### config.mk
export PLATFORM = sky130hd
export DESIGN_NAME = rx_fifo_trig
export DESIGN_NICKNAME = d
export VERILOG_FILES = /design/src/rtl/rxq_pkg.sv /design/src/rtl/rxq_ram.sv /design/src/rtl/rxq_hold.sv /design/src/rtl/rxq_trig.sv /design/src/rtl/rx_fifo_trig.sv
export SDC_FILE = /design/constraint.sdc
export NUM_CORES = 1
export LEC_CHECK = 0
export BUFFER_PORTS_ARGS = -buffer_cell sky130_fd_sc_hd__buf_2
export CAP_MARGIN = 30
export CORE_MARGIN = 8
export CORE_UTILIZATION = 50
export DETAILED_ROUTE_END_ITERATION = 12
export HOLD_SLACK_MARGIN = 0.05
export PLACE_DENSITY = 0.75
export SLEW_MARGIN = 20
export SYNTH_ARGS = -nofsm -noshare
export SYNTH_HDL_FRONTEND = slang
export SYNTH_HIERARCHICAL = 1
export SYNTH_SLANG_ARGS = --single-unit
### constraint.sdc
create_clock -name clk -period 7.2 [get_ports clk]
set_clock_uncertainty 0.1 [all_clocks]
set_input_delay 0.72 -clock clk [delete_from_list [all_inputs] [get_ports clk]]
set_output_delay 0.72 -clock clk [all_outputs]
set_load 0.01 [all_outputs]
### src/rtl/rxq_pkg.sv
package rxq_pkg;
  typedef enum logic {
    HOLD_FREE = 1'b0,
    HOLD_BUSY = 1'b1
  } hold_st_e;
endpackage

### src/rtl/rxq_ram.sv
module rxq_ram #(
  parameter int DW    = 8,
  parameter int DEPTH = 64,
  localparam int AW   = $clog2(DEPTH)
) (
  input  logic          clk,
  input  logic          we,
  input  logic [AW-1:0] waddr,
  input  logic [DW-1:0] wdata,
  input  logic          re,
  input  logic [AW-1:0] raddr,
  output logic [DW-1:0] rdata
);
  logic [DW-1:0] mem [DEPTH];

  // single write port, registered read port: block RAM template
  always_ff @(posedge clk) begin
    if (we) mem[waddr] <= wdata;
  end

  always_ff @(posedge clk) begin
    if (re) rdata <= mem[raddr];
  end
endmodule

### src/rtl/rxq_hold.sv
module rxq_hold
  import rxq_pkg::*;
#(
  parameter int DW = 8
) (
  input  logic          clk,
  input  logic          rst,
  input  logic          in_valid,
  input  logic [DW-1:0] in_data,
  output logic          in_ready,
  input  logic          store_full,
  input  logic          store_pop,
  output logic          drain,
  output logic [DW-1:0] drain_data
);
  hold_st_e      st_q;
  logic [DW-1:0] data_q;
  logic          accept;

  // the slot may refill in the same cycle it empties into the store
  assign in_ready   = (st_q == HOLD_FREE) || !store_full;
  assign accept     = in_valid && in_ready;
  assign drain      = (st_q == HOLD_BUSY) && (!store_full || store_pop);
  assign drain_data = data_q;

  always_ff @(posedge clk) begin
    if (rst) begin
      st_q   <= HOLD_FREE;
      data_q <= '0;
    end else begin
      if (accept) begin
        st_q   <= HOLD_BUSY;
        data_q <= in_data;
      end else if (drain) begin
        st_q <= HOLD_FREE;
      end
    end
  end

  assert_hold_kept_R6: assert property (@(posedge clk) disable iff (rst)
    (st_q == HOLD_BUSY && store_full && !store_pop) |=> (st_q == HOLD_BUSY && $stable(data_q)));

  assert_stall_R6: assert property (@(posedge clk) disable iff (rst)
    (st_q == HOLD_BUSY && store_full) |-> !in_ready);
endmodule

### src/rtl/rxq_trig.sv
module rxq_trig #(
  parameter int CW = 7,
  parameter int TW = 6
) (
  input  logic          clk,
  input  logic          rst,
  input  logic [CW-1:0] level_q,
  input  logic [CW-1:0] level_d,
  input  logic [TW-1:0] thresh,
  input  logic          clr,
  output logic          trig
);
  logic [CW-1:0] th_ext;
  logic          hit;

  assign th_ext = CW'(thresh);
  // the level moves by at most one per edge, so an upward crossing is
  // exactly a step from thresh-1 to thresh
  assign hit = (thresh != '0) && (level_q == th_ext - CW'(1)) && (level_d == th_ext);

  always_ff @(posedge clk) begin
    if (rst)      trig <= 1'b0;
    else if (hit) trig <= 1'b1;
    else if (clr) trig <= 1'b0;
  end

  assert_trig_sticky_R9: assert property (@(posedge clk) disable iff (rst)
    (trig && !clr) |=> trig);

  assert_trig_disabled_R10: assert property (@(posedge clk) disable iff (rst)
    (thresh == '0 && !trig) |=> !trig);

  assert_trig_clear_R11: assert property (@(posedge clk) disable iff (rst)
    (clr && !hit) |=> !trig);
endmodule

### src/rtl/rx_fifo_trig.sv
module rx_fifo_trig #(
  parameter int DW    = 8,
  parameter int DEPTH = 64,
  localparam int AW   = $clog2(DEPTH),
  localparam int CW   = AW + 1
) (
  input  logic          clk,
  input  logic          rst,
  input  logic          in_valid,
  input  logic [DW-1:0] in_data,
  output logic          in_ready,
  input  logic          rd_en,
  output logic [DW-1:0] rd_data,
  input  logic [AW-1:0] thresh,
  input  logic          trig_clr,
  output logic          trig,
  output logic          empty,
  output logic          full,
  output logic [CW-1:0] level
);
  logic [AW-1:0] wptr_q, rptr_q;
  logic [CW-1:0] cnt_q, cnt_d;
  logic          empty_q, full_q;
  logic          pop, drain;
  logic [DW-1:0] drain_data, ram_q;
  logic          zero_q;

  assign pop = rd_en && !empty_q;

  rxq_hold #(.DW(DW)) u_hold (
    .clk        (clk),
    .rst        (rst),
    .in_valid   (in_valid),
    .in_data    (in_data),
    .in_ready   (in_ready),
    .store_full (full_q),
    .store_pop  (pop),
    .drain      (drain),
    .drain_data (drain_data)
  );

  rxq_ram #(.DW(DW), .DEPTH(DEPTH)) u_ram (
    .clk   (clk),
    .we    (drain),
    .waddr (wptr_q),
    .wdata (drain_data),
    .re    (pop),
    .raddr (rptr_q),
    .rdata (ram_q)
  );

  always_comb begin
    cnt_d = cnt_q;
    if (drain && !pop)      cnt_d = cnt_q + CW'(1);
    else if (pop && !drain) cnt_d = cnt_q - CW'(1);
  end

  always_ff @(posedge clk) begin
    if (rst) begin
      wptr_q  <= '0;
      rptr_q  <= '0;
      cnt_q   <= '0;
      empty_q <= 1'b1;
      full_q  <= 1'b0;
      zero_q  <= 1'b1;
    end else begin
      if (drain) wptr_q <= wptr_q + AW'(1);
      if (pop)   rptr_q <= rptr_q + AW'(1);
      cnt_q   <= cnt_d;
      empty_q <= (cnt_d == '0);
      full_q  <= (cnt_d == CW'(DEPTH));
      if (rd_en) zero_q <= empty_q;
    end
  end

  rxq_trig #(.CW(CW), .TW(AW)) u_trig (
    .clk     (clk),
    .rst     (rst),
    .level_q (cnt_q),
    .level_d (cnt_d),
    .thresh  (thresh),
    .clr     (trig_clr),
    .trig    (trig)
  );

  assign rd_data = zero_q ? '0 : ram_q;
  assign empty   = empty_q;
  assign full    = full_q;
  assign level   = cnt_q;

  assert_no_overflow_R5: assert property (@(posedge clk) disable iff (rst)
    level <= CW'(DEPTH));

  assert_full_flag_R5: assert property (@(posedge clk) disable iff (rst)
    full == (level == CW'(DEPTH)));

  assert_empty_read_zero_R4: assert property (@(posedge clk) disable iff (rst)
    (rd_en && empty) |=> (rd_data == '0 && $stable(level)));

  assert_level_kept_R8: assert property (@(posedge clk) disable iff (rst)
    (drain && pop) |=> $stable(level));

  assert_full_refill_R7: assert property (@(posedge clk) disable iff (rst)
    (full && !in_ready && rd_en) |=> full);
endmodule

==> results of run 1 <==
## per-stage QoR
stage | utilization | setup slack, ns
2_1_floorplan | - | 3.431
3_3_place_gp | 0.5204 | 3.638
3_5_place_dp | 0.5204 | 3.594
4_1_cts | 0.5567 | 3.623
5_1_grt | 0.5567 | 3.514
6_report | 0.5568 | 3.696
## synthesized netlist by cell type, types with 9 or more instances
cell / n
buf_4: 13
mux4_2: 126
nand2b_1: 23
mux2i_1: 33
clkbuf_1: 18
xnor2_1: 12
mux2_2: 13
nor2_1: 101
xor2_1: 13
nand2_1: 35
edfxtp_1: 520
nor2b_1: 22
nor3_1: 13
dfxtp_1: 32
inv_1: 11
nand3_1: 15
buf_2: 14
nand4_1: 9
## flip-flops by register name, summed over array words and instances (netlist names)
name               flops
rptr_q                 6
u_ram/rdata            8
u_hold/st_q            1
wptr_q                 6
level                  7
zero_q                 1
u_ram/mem            512
full                   1
u_trig/trig            1
u_hold/drain_data      8
empty                  1
## worst max path at each step
stage	startpoint	endpoint	slack, ns	depth (start not counted)
CTS	rptr_q[0]$_SDFFE_PP0P_	u_ram/rdata[6]$_DFFE_PP_	3.62	6
global placement	rd_en	u_trig/trig$_SDFFE_PP0P_	3.64	15
finish	rptr_q[0]$_SDFFE_PP0P_	u_ram/rdata[6]$_DFFE_PP_	3.70	6
global route	rptr_q[0]$_SDFFE_PP0P_	u_ram/rdata[6]$_DFFE_PP_	3.51	6
floorplan	rd_en	u_trig/trig$_SDFFE_PP0P_	3.43	15
detailed placement	rd_en	u_trig/trig$_SDFFE_PP0P_	3.59	15
## final cells by class
class / count / area share
flip-flops and latches: 552 / 0.6655
multi-input cells: 528 / 0.2232
clock buffers: 66 / 0.05704
well taps: 592 / 0.03028
repair buffers: 55 / 0.01361
clock inverters: 26 / 0.008185
inverters: 12 / 0.002046
diodes: 1 / 0.0001023
## worst max-delay path, cell delays in order, from the launching register on
cell and delay, ns:
dfxtp_4 0.84, buf_4 0.55, mux4_2 0.59, mux2_2 0.30, o221a_2 0.28, nor3_1 0.36, o32ai_1 0.15
## per-layer routing
metal | up-vias | routed length [microns] | GRT usage
li1 | 4754 | - | -
met1 | 5858 | 19390 | 0.2632
met2 | 487 | 22570 | 0.2881
met3 | 60 | 3853 | 0.03195
met4 | 0 | 904 | 0.04895
met5 | - | 0 | 0
## cells by family (layout without fill, tap and decap cells)
kind of cell	count (synthesis)	count (layout)	share of synthesized area
buffers and inverters	72	159	0.01960
xor gates and xnor gates	26	26	0.01062
AOI/OAI and AO/OA	77	77	0.02655
DFF	552	552	0.7340
muxes	172	172	0.1497
other	0	1	0
and+or+nand+nor	248	248	0.05672
adders and majority gates	5	5	0.002825
## power by group
group	internal, W	switching (W)	leakage (nW)
clock	0.00147	0.00111	0.790
sequential	0.00356	0.0000884	4.96
combinational	0.000375	0.000412	1.72
total	0.00540	0.00161	7.47
==> impl_results.md, run 1 <==
- Hold Path End: u_hold/drain_data[6]$_SDFFE_PP0P_
- CTS resizes: 0
- Max-slew headroom: 0.4268
- Worst Setup End Kind: register
- Fmax: 285.4 MHz
- Period minus WS final: 3.504 ns
- Yosys top cell by area: edfxtp_1
- Root buf cell: clkbuf_16
- Post-synthesis sequential area ratio: 0.7340
- Final worst path period share: 0.4867
- Clock sinks: 552
- Layout overhead on the synthesized area: 10.45%
- Clock-pin slew on the worst setup and hold paths: approximately 0.06 ns
- Req. time, crit path: between 7 and 8 ns
- Iter 0 DRT Violations: 1228
- Vias in the first global route: 10850
- Worst Path Arrival: roughly 3.7 ns
- Synthesized cell area: 22150 sq um
- Worst hold start: in_data[6]
- Commonest cells after routing, fill and taps aside: edfxtp_1, mux4_2, nor2_1, clkbuf_16, buf_2
- Placer Congestion: 0.8356
- Die ar.: 51280 sq um
- CTS Buf Count: 51
- Multi-input gate area: 5460 sq um
- PD cells: around 290 nW/um^2
- PnR Total Power: 0.007019 W
- Total negative setup slack: 0 ns
- Commonest non-fill, non-tap cell in the layout: edfxtp_1
- Drt first pass iters: 5
- Library cells used by synthesis: 64
- Non-Filler Instances: 1832
- Vias post-DR: 11160
- Total gr overflow: 0
- Synth Flop Type: edfxtp_1
- Number of fill cells: 3249
- Setup slack, reg-to-reg: 3.70 ns
- I/O Buffers: 37
- Dpl cell area: roughly 23000 sq um
- Crit Path Max Fanout: 38
- Unrepaired setup endpoints after global routing: false
- CP startpoint kind: register
- Syn Area/Cell: between 15 and 20 sq um
- CTS tree: built
- Max-cap violations: 0
- First-pass GRT wire length: 69.89 mm
- DP Cell Count: 1739
- Yosys reg bits: ~550
- Die height: 226.5 microns
- Synth top area cells: edfxtp_1, mux4_2, dfxtp_1, nor2_1, mux2i_1
- Post-synth ARST share: 0
- Hold Crit Depth: 3
- Cells on worst reg2reg path: 6
- Die Wd: 226.5 microns
- Largest net degree at the start of global routing: 82
- Post-synth EDFFs: 520
- Synthesis Warnings: 6
- Vias per std cell: 6.091
- Antenna violations before repair: 0
- Worst hold-check path type: input port to register
- Clk_lat worst skew: 0.57 ns
- Total Routing Usage GR: 0.1828
- Seq. cell area: 16280 sq um
- Reg-to-reg endpoint: u_ram/rdata[6]$_DFFE_PP_
- CTS Hold Bufs: 0
- WHS: 0.3041 ns
- Outcome: complete, no violations
- Slew @ Worst Pin: 0.8566 ns
- Final count of pins violating max slew: 0
- Post-DRT Antenna Nets: 0
- Mapped Nets: 1176
- Row Count: 77
- Max IR drop VDD: 0.1551 mV
- Starting Density: 0.5041
- Detailed Place HPWL: 27.91 mm
- Hold Vio Cnt, Final: 0
- Total routed wirelength: roughly 47 mm
- IO Pins: 38
- H-Tree Depth: 2
- Core footprint: around 44000 sq um
- Cell area after layout: 24460 sq um
- Yosys top cell area share: 0.7051
- DR DRC count: 0
- Setup Buffers After CTS: 0
- Longest Clk Path Bufs: 3
- Post-Synthesis Cells: 1152
- WL/cell: around 26 microns
- Critical path class: register to register
- R2r startpoint: rptr_q[0]$_SDFFE_PP0P_
- Ratio of cells with drive above 1 in the final layout: 0.2373
- Fin nets: 1224
- Final setup viols: 0
- Leak Pwr: 7.469 nW
No activity file was read; power rests on OpenSTA's default activity.
==> inputs of run 2 (changes only) <==
==> constraint.sdc (replaced) <==
create_clock -name clk -period 3.65 [get_ports clk]
set_clock_uncertainty 0.1 [all_clocks]
set_input_delay 0.365 -clock clk [delete_from_list [all_inputs] [get_ports clk]]
set_output_delay 0.365 -clock clk [all_outputs]
set_load 0.01 [all_outputs]
==> run 2 against run 1 <==
Compared with the run above: utilization up 1.2 points; die area unchanged; total power up 97%; non-clock buffer count up 63; worst setup slack worse by 3.1 ns; largest cell class unchanged; largest power group unchanged.
==> impl_results.md, run 2 (synthesized netlist as in run 1, its figures left out) <==
- Cell area after layout: 24990 sq um
- Non-Filler Instances: 1892
- CTS resizes: 0
- Clock sinks: 552
- Outcome: complete, no violations
- CP delay by family, top: simple AND/OR/NAND/NOR gates
- Layout overhead on the synthesized area: 12.85%
- Setup Buffers After CTS: 0
- Max IR drop VDD: between 0.3 and 0.4 mV
- Sw Ratio: 0.2307
- Row Count: 77
- Dpl cell area: 23290 sq um
- DR DRC count: 0
- CTS Buf Count: 52
- Final setup viols: 0
- CP max stage cell: nor2_1
- Detailed Place HPWL: about 30 mm
- Total gr overflow: 0
- First-pass GRT wire length: 71.84 mm
- Clock group share of total power: 0.365
- Number of flip-flops in the largest register: 512
- Sequential Power Share: 0.519
- Worst hold-check path type: input port to register
- Commonest cells after routing, fill and taps aside: edfxtp_1, mux4_2, nor2_1, buf_4, clkbuf_16
- WL/cell: 25.32 microns
- Vias per std cell: roughly 6
- Post-DRT Antenna Nets: 0
- Total routed wirelength: 47.90 mm
- NetSw: 0.003192 W
- Fmax: about 330 MHz
- Logic pwr share: 0.116
- Die height: between 200 and 250 microns
- Clk_lat worst skew: 0.57 ns
- Commonest non-fill, non-tap cell in the layout: edfxtp_1
- PD cells: roughly 550 nW/um^2
- Crit Path Max Fanout: 8
- IO Pins: 38
- Slew @ Worst Pin: 0.9113 ns
- CP startpoint kind: input port
- Largest net degree at the start of global routing: 61
- Die Wd: 226.5 microns
- Total Routing Usage GR: 0.1880
- Critical Path, Cell by Cell: dlygate4sd3_1 -> buf_2 -> nand2b_4 -> clkinv_4 -> inv_1 -> a21boi_2 -> nor2b_1 -> nand2_1 -> nor2_1
- Period minus WS final: 3.060 ns
- Worst hold start: thresh[4]
- Total negative setup slack: 0 ns
- Root buf cell: clkbuf_16
- Crit path buf inv count: 4
- Die ar.: between 50000 and 60000 sq um
- Cell Int Power: 0.01065 W
- Max-cap violations: 0
- CP peak stage delay: 0.83 ns
- # diodes: 0
- Core footprint: 43930 sq um
- Worst Path Arrival: 3.14 ns
- Antenna violations before repair: 0
- Final count of pins violating max slew: 0
- Vias post-DR: ~11000
- Hold Vio Cnt, Final: 0
- Max-slew headroom: 0.3902
- Vias in the first global route: 11460
- DP Cell Count: 1791
- Req. time, crit path: ~3.7 ns
- Worst Setup End Kind: register
- Unrepaired setup endpoints after global routing: false
- WHS: 0.1837 ns
- Clock-pin slew on the worst setup and hold paths: 0.06 ns
- Final worst path period share: 0.8383
- Ratio of cells with drive above 1 in the final layout: 0.2654
- CTS tree: built
- CTS Hold Bufs: 10
- Leak Pwr: 7.776 nW
- Most flops, register: u_ram/mem
- H-Tree Depth: 2
- R2r startpoint: empty$_SDFF_PP1_
- Drt first pass iters: 7
- Placer Congestion: ~0.83
- Setup crit start: rd_en
- Iter 0 DRT Violations: 1272
- Starting Density: 0.5041
- Fin nets: 1288
- I/O Buffers: 37
- Longest Clk Path Bufs: 3
- Critical path class: input port to register
run 2: cell count changes in the layout (fill, tap and decap cells not counted):
cell,previous run,this run
buf_12,1,5
clkinvlp_2,0,1
clkinv_2,11,5
dlygate4sd3_1,0,10
clkinvlp_4,0,4
clkinv_4,2,3
clkbuf_8,2,0
clkbuf_1,11,7
diode_2,1,0
buf_4,17,66
clkinv_1,10,14
run 2: path summary, 6_finish.rpt:
path,to,cells after the start,slack [ns]
worst max register to register,u_ram/mem[4][3]$_DFFE_PP_,7,0.64
worst min-delay path,u_trig/trig$_SDFFE_PP0P_,5,0.18
worst max-delay path,u_ram/mem[4][3]$_DFFE_PP_,9,0.59
worst min register to register,u_trig/trig$_SDFFE_PP0P_,2,0.40
run 2: metal layers:
metal / vias to the layer above / GRT usage / wire length (microns)
li1: 4883 / - / -
met1: 5894 / 0.2592 / 19570
met2: 534 / 0.3071 / 23320
met3: 87 / 0.03285 / 3838
met4: 0 / 0.05457 / 1173
met5: - / 0 / 0
run 2: worst min-delay path: stages:
cell,delay (ns)
buf_2,0.13
xnor2_1,0.07
nand4_1,0.08
or4_1,0.11
o21ai_1,0.05
run 2: area by class of cell:
cell class	count	area, sq um
fill	3254	18940
sequential	552	16280
multi-input combinational	528	5460
clock buffer	60	1353
timing repair buffer	118	880.8
tap	592	740.7
clock inverter	30	229.0
inverter	12	50.05
run 2: power by group through the flow:
| stage | combinational, W | clock, W | sequential [W] |
|---|---|---|---|
| CTS | 0.00160 | 0.00512 | 0.00720 |
| finish | 0.00160 | 0.00505 | 0.00719 |
| global route | 0.00170 | 0.00536 | 0.00721 |
| detailed placement | 0.00158 | 0 | 0.00733 |
| floorplan | 0.00124 | 0 | 0.00728 |
| global placement | 0.00156 | 0 | 0.00733 |
run 2: through the flow:
| step | util | setup slack [ns] | power [W] |
|---|---|---|---|
| global placement | 0.5297 | 0.6596 | 0.008890 |
| global route | 0.5689 | 0.3798 | 0.01427 |
| floorplan | - | 0.1462 | 0.008515 |
| CTS | 0.5684 | 0.5956 | 0.01392 |
| detailed placement | 0.5301 | 0.5714 | 0.008913 |
| finish | 0.5689 | 0.5903 | 0.01384 |
==> inputs of run 3 (changes only) <==
==> constraint.sdc (replaced) <==
create_clock -name clk -period 2.85 [get_ports clk]
set_clock_uncertainty 0.1 [all_clocks]
set_input_delay 0.285 -clock clk [delete_from_list [all_inputs] [get_ports clk]]
set_output_delay 0.285 -clock clk [all_outputs]
set_load 0.01 [all_outputs]
==> run 3 against run 2 <==
Compared with the run above: critical path depth rose by 5; worst setup slack got worse by 0.59 ns; global-route usage rose by 0.27 points; utilization rose by 1.8 points; flip-flop and latch count did not move; wire length rose by 1.7%; die area did not move; via count rose by 2.4%; non-clock buffer count rose by 58; critical path type is now register to register.
==> impl_results.md, run 3 (synthesized netlist as in run 1, its figures left out) <==
- Final worst path period share: 0.9999
- Commonest cells after routing, fill and taps aside: edfxtp_1, mux4_2, buf_4, nor2_1, clkbuf_16
- Most flops, register: u_ram/mem
- Seq. cell area: between 15000 and 20000 sq um
- Sequential Power Share: 0.491
- Root buf cell: clkbuf_16
- Longest Clk Path Bufs: 3
- # diodes: 0
- NetSw: ~0.0042 W
- Final setup viols: 0
- Die Wd: roughly 230 microns
- Total gr overflow: 0
- Logic pwr share: 0.123
- Ratio of cells with drive above 1 in the final layout: 0.3121
- Max-slew headroom: 0.4203
- Layout overhead on the synthesized area: 16.51%
- Hold Vio Cnt, Final: 0
- Vias in the first global route: 11700
- First-pass GRT wire length: about 73 mm
- Multi-input gate area: 5518 sq um
- Period minus WS final: ~2.8 ns
- Unrepaired setup endpoints after global routing: true
- Hold Crit Depth: 5
- Cells on worst reg2reg path: 14
- Worst Path Arrival: 3.29 ns
- DR DRC count: 0
- I/O Buffers: 37
- Worst Setup End Kind: register
- H-Tree Depth: 2
- Detailed Place HPWL: 30.47 mm
- CTS Buf Count: 53
- Final count of pins violating max slew: 0
- Vias post-DR: 11670
- Number of fill cells: approximately 3100
- Sw Ratio: 0.2276
- Starting Density: 0.5041
- Max IR drop VDD: roughly 0.50 mV
- Cell Int Power: ~0.014 W
- Leak Pwr: 8.241 nW
- Fin nets: 1347
- Worst path depth: 14
- Largest net degree at the start of global routing: 51
- Number of flip-flops in the largest register: about 500
- CP startpoint kind: register
- WHS: 0.09405 ns
- Critical Path, Cell by Cell: nand2b_4 -> clkinv_4 -> inv_4 -> a21boi_4 -> nand4_1 -> nor3_2 -> a21oi_2 -> xor2_2 -> inv_2 -> xor2_2 -> nor4_4 -> nand4_1 -> or4_1 -> o21ai_2
- Iter 0 DRT Violations: 1286
- WL/cell: 24.86 microns
- Placer Congestion: 0.8286
- Total Routing Usage GR: 0.1907
- Vias per std cell: 5.956
- Max-cap violations: 0
- CTS tree: built
- Clk_lat worst skew: 0.60 ns
- Outcome: complete, no violations
- Post-DRT Antenna Nets: 0
- Row Count: 77
- Total routed wirelength: slightly below 50 mm
- Worst hold-check path type: input port to register
- Crit Path Max Fanout: 5
- Clock-pin slew on the worst setup and hold paths: 0.06 ns
- CP max stage cell: or4_1
- Critical path class: register to register
- Clock sinks: approximately 550
- CP delay by family, top: simple AND/OR/NAND/NOR gates
- Core footprint: 43930 sq um
- Antenna violations before repair: 0
- Die ar.: 51280 sq um
- CP peak stage delay: roughly 0.55 ns
- IO Pins: 38
- Crit path buf inv count: 3
- PD cells: 722.3 nW/um^2
- Clock group share of total power: 0.386
- Die height: ~230 microns
- Total negative setup slack: 0 ns
- Slew @ Worst Pin: 0.8695 ns
- Fmax: between 300 and 400 MHz
- Commonest non-fill, non-tap cell in the layout: edfxtp_1
- Drt first pass iters: 7
- Req. time, crit path: 3.29 ns
==> run 3: power by group through the flow <==
stage	Combinational (W)	Sequential (W)	Clock (W)
floorplan	0.00161	0.00932	0
global placement	0.00213	0.00934	0
detailed placement	0.00216	0.00935	0
CTS	0.00218	0.00918	0.00730
global route	0.00244	0.00917	0.00759
finish	0.00229	0.00916	0.00720
==> run 3: what timing repair did <==
| action | CTS | global route |
|---|---|---|
| endpoints found under the setup margin | 0 | 26 |
| gates resized for setup | 0 | 12 |
| hold endpoints to repair | 11 | 0 |
| setup buffers | 0 | 10 |
| hold buffers | 10 | 0 |
==> run 3: stage by stage <==
stage,std cells,total power (W),setup slack (ns),utilization,cell area [sq um]
after floorplan,1152,0.01093,0.005732,-,22180
after global placement,1838,0.01147,0.1696,0.5398,23720
after detailed placement,1838,0.01151,0.08265,0.5398,23720
after CTS,1948,0.01867,0.08353,0.5831,25620
after global routing,1960,0.01920,-0.1373,0.5873,25800
final,1960,0.01864,0.0003644,0.5873,25800
==> run 3: layout make-up <==
| cell class | count | share of cell area |
|---|---|---|
| inverter | 12 | 0.002037 |
| clock buffer | 72 | 0.05736 |
| multi-input combinational | 528 | 0.2138 |
| sequential | 552 | 0.6310 |
| clock inverter | 28 | 0.01236 |
| tap | 592 | 0.02871 |
| timing repair buffer | 176 | 0.05470 |
==> run 3: worst reg2reg max path, delay by kind of cell (launching register included) <==
family                    cells  cell delay, ns
AOI/OAI and AO/OA             3            0.39
and+or+nand+nor               6            1.40
DFF                           1            0.35
buffers and inverters         3            0.20
xor gates and xnor gates      2            0.37
==> run 3: routing by layer <==
metal,GRT usage,vias up,routed length (microns)
li1,-,4986,-
met1,0.2603,6080,19330
met2,0.3087,533,24000
met3,0.04397,74,4371
met4,0.05041,0,1015
met5,0,-,0
==> run 3: final timing paths <==
| kind | from | endpoint | slack (ns) |
|---|---|---|---|
| setup / recovery | empty$_SDFF_PP1_ | u_trig/trig$_SDFFE_PP0P_ | 0.0004 |
| hold / removal | thresh[4] | u_trig/trig$_SDFFE_PP0P_ | 0.09 |
| setup reg to reg | empty$_SDFF_PP1_ | u_trig/trig$_SDFFE_PP0P_ | 0.0004 |
| hold reg to reg | u_trig/trig$_SDFFE_PP0P_ | u_trig/trig$_SDFFE_PP0P_ | 0.48 |
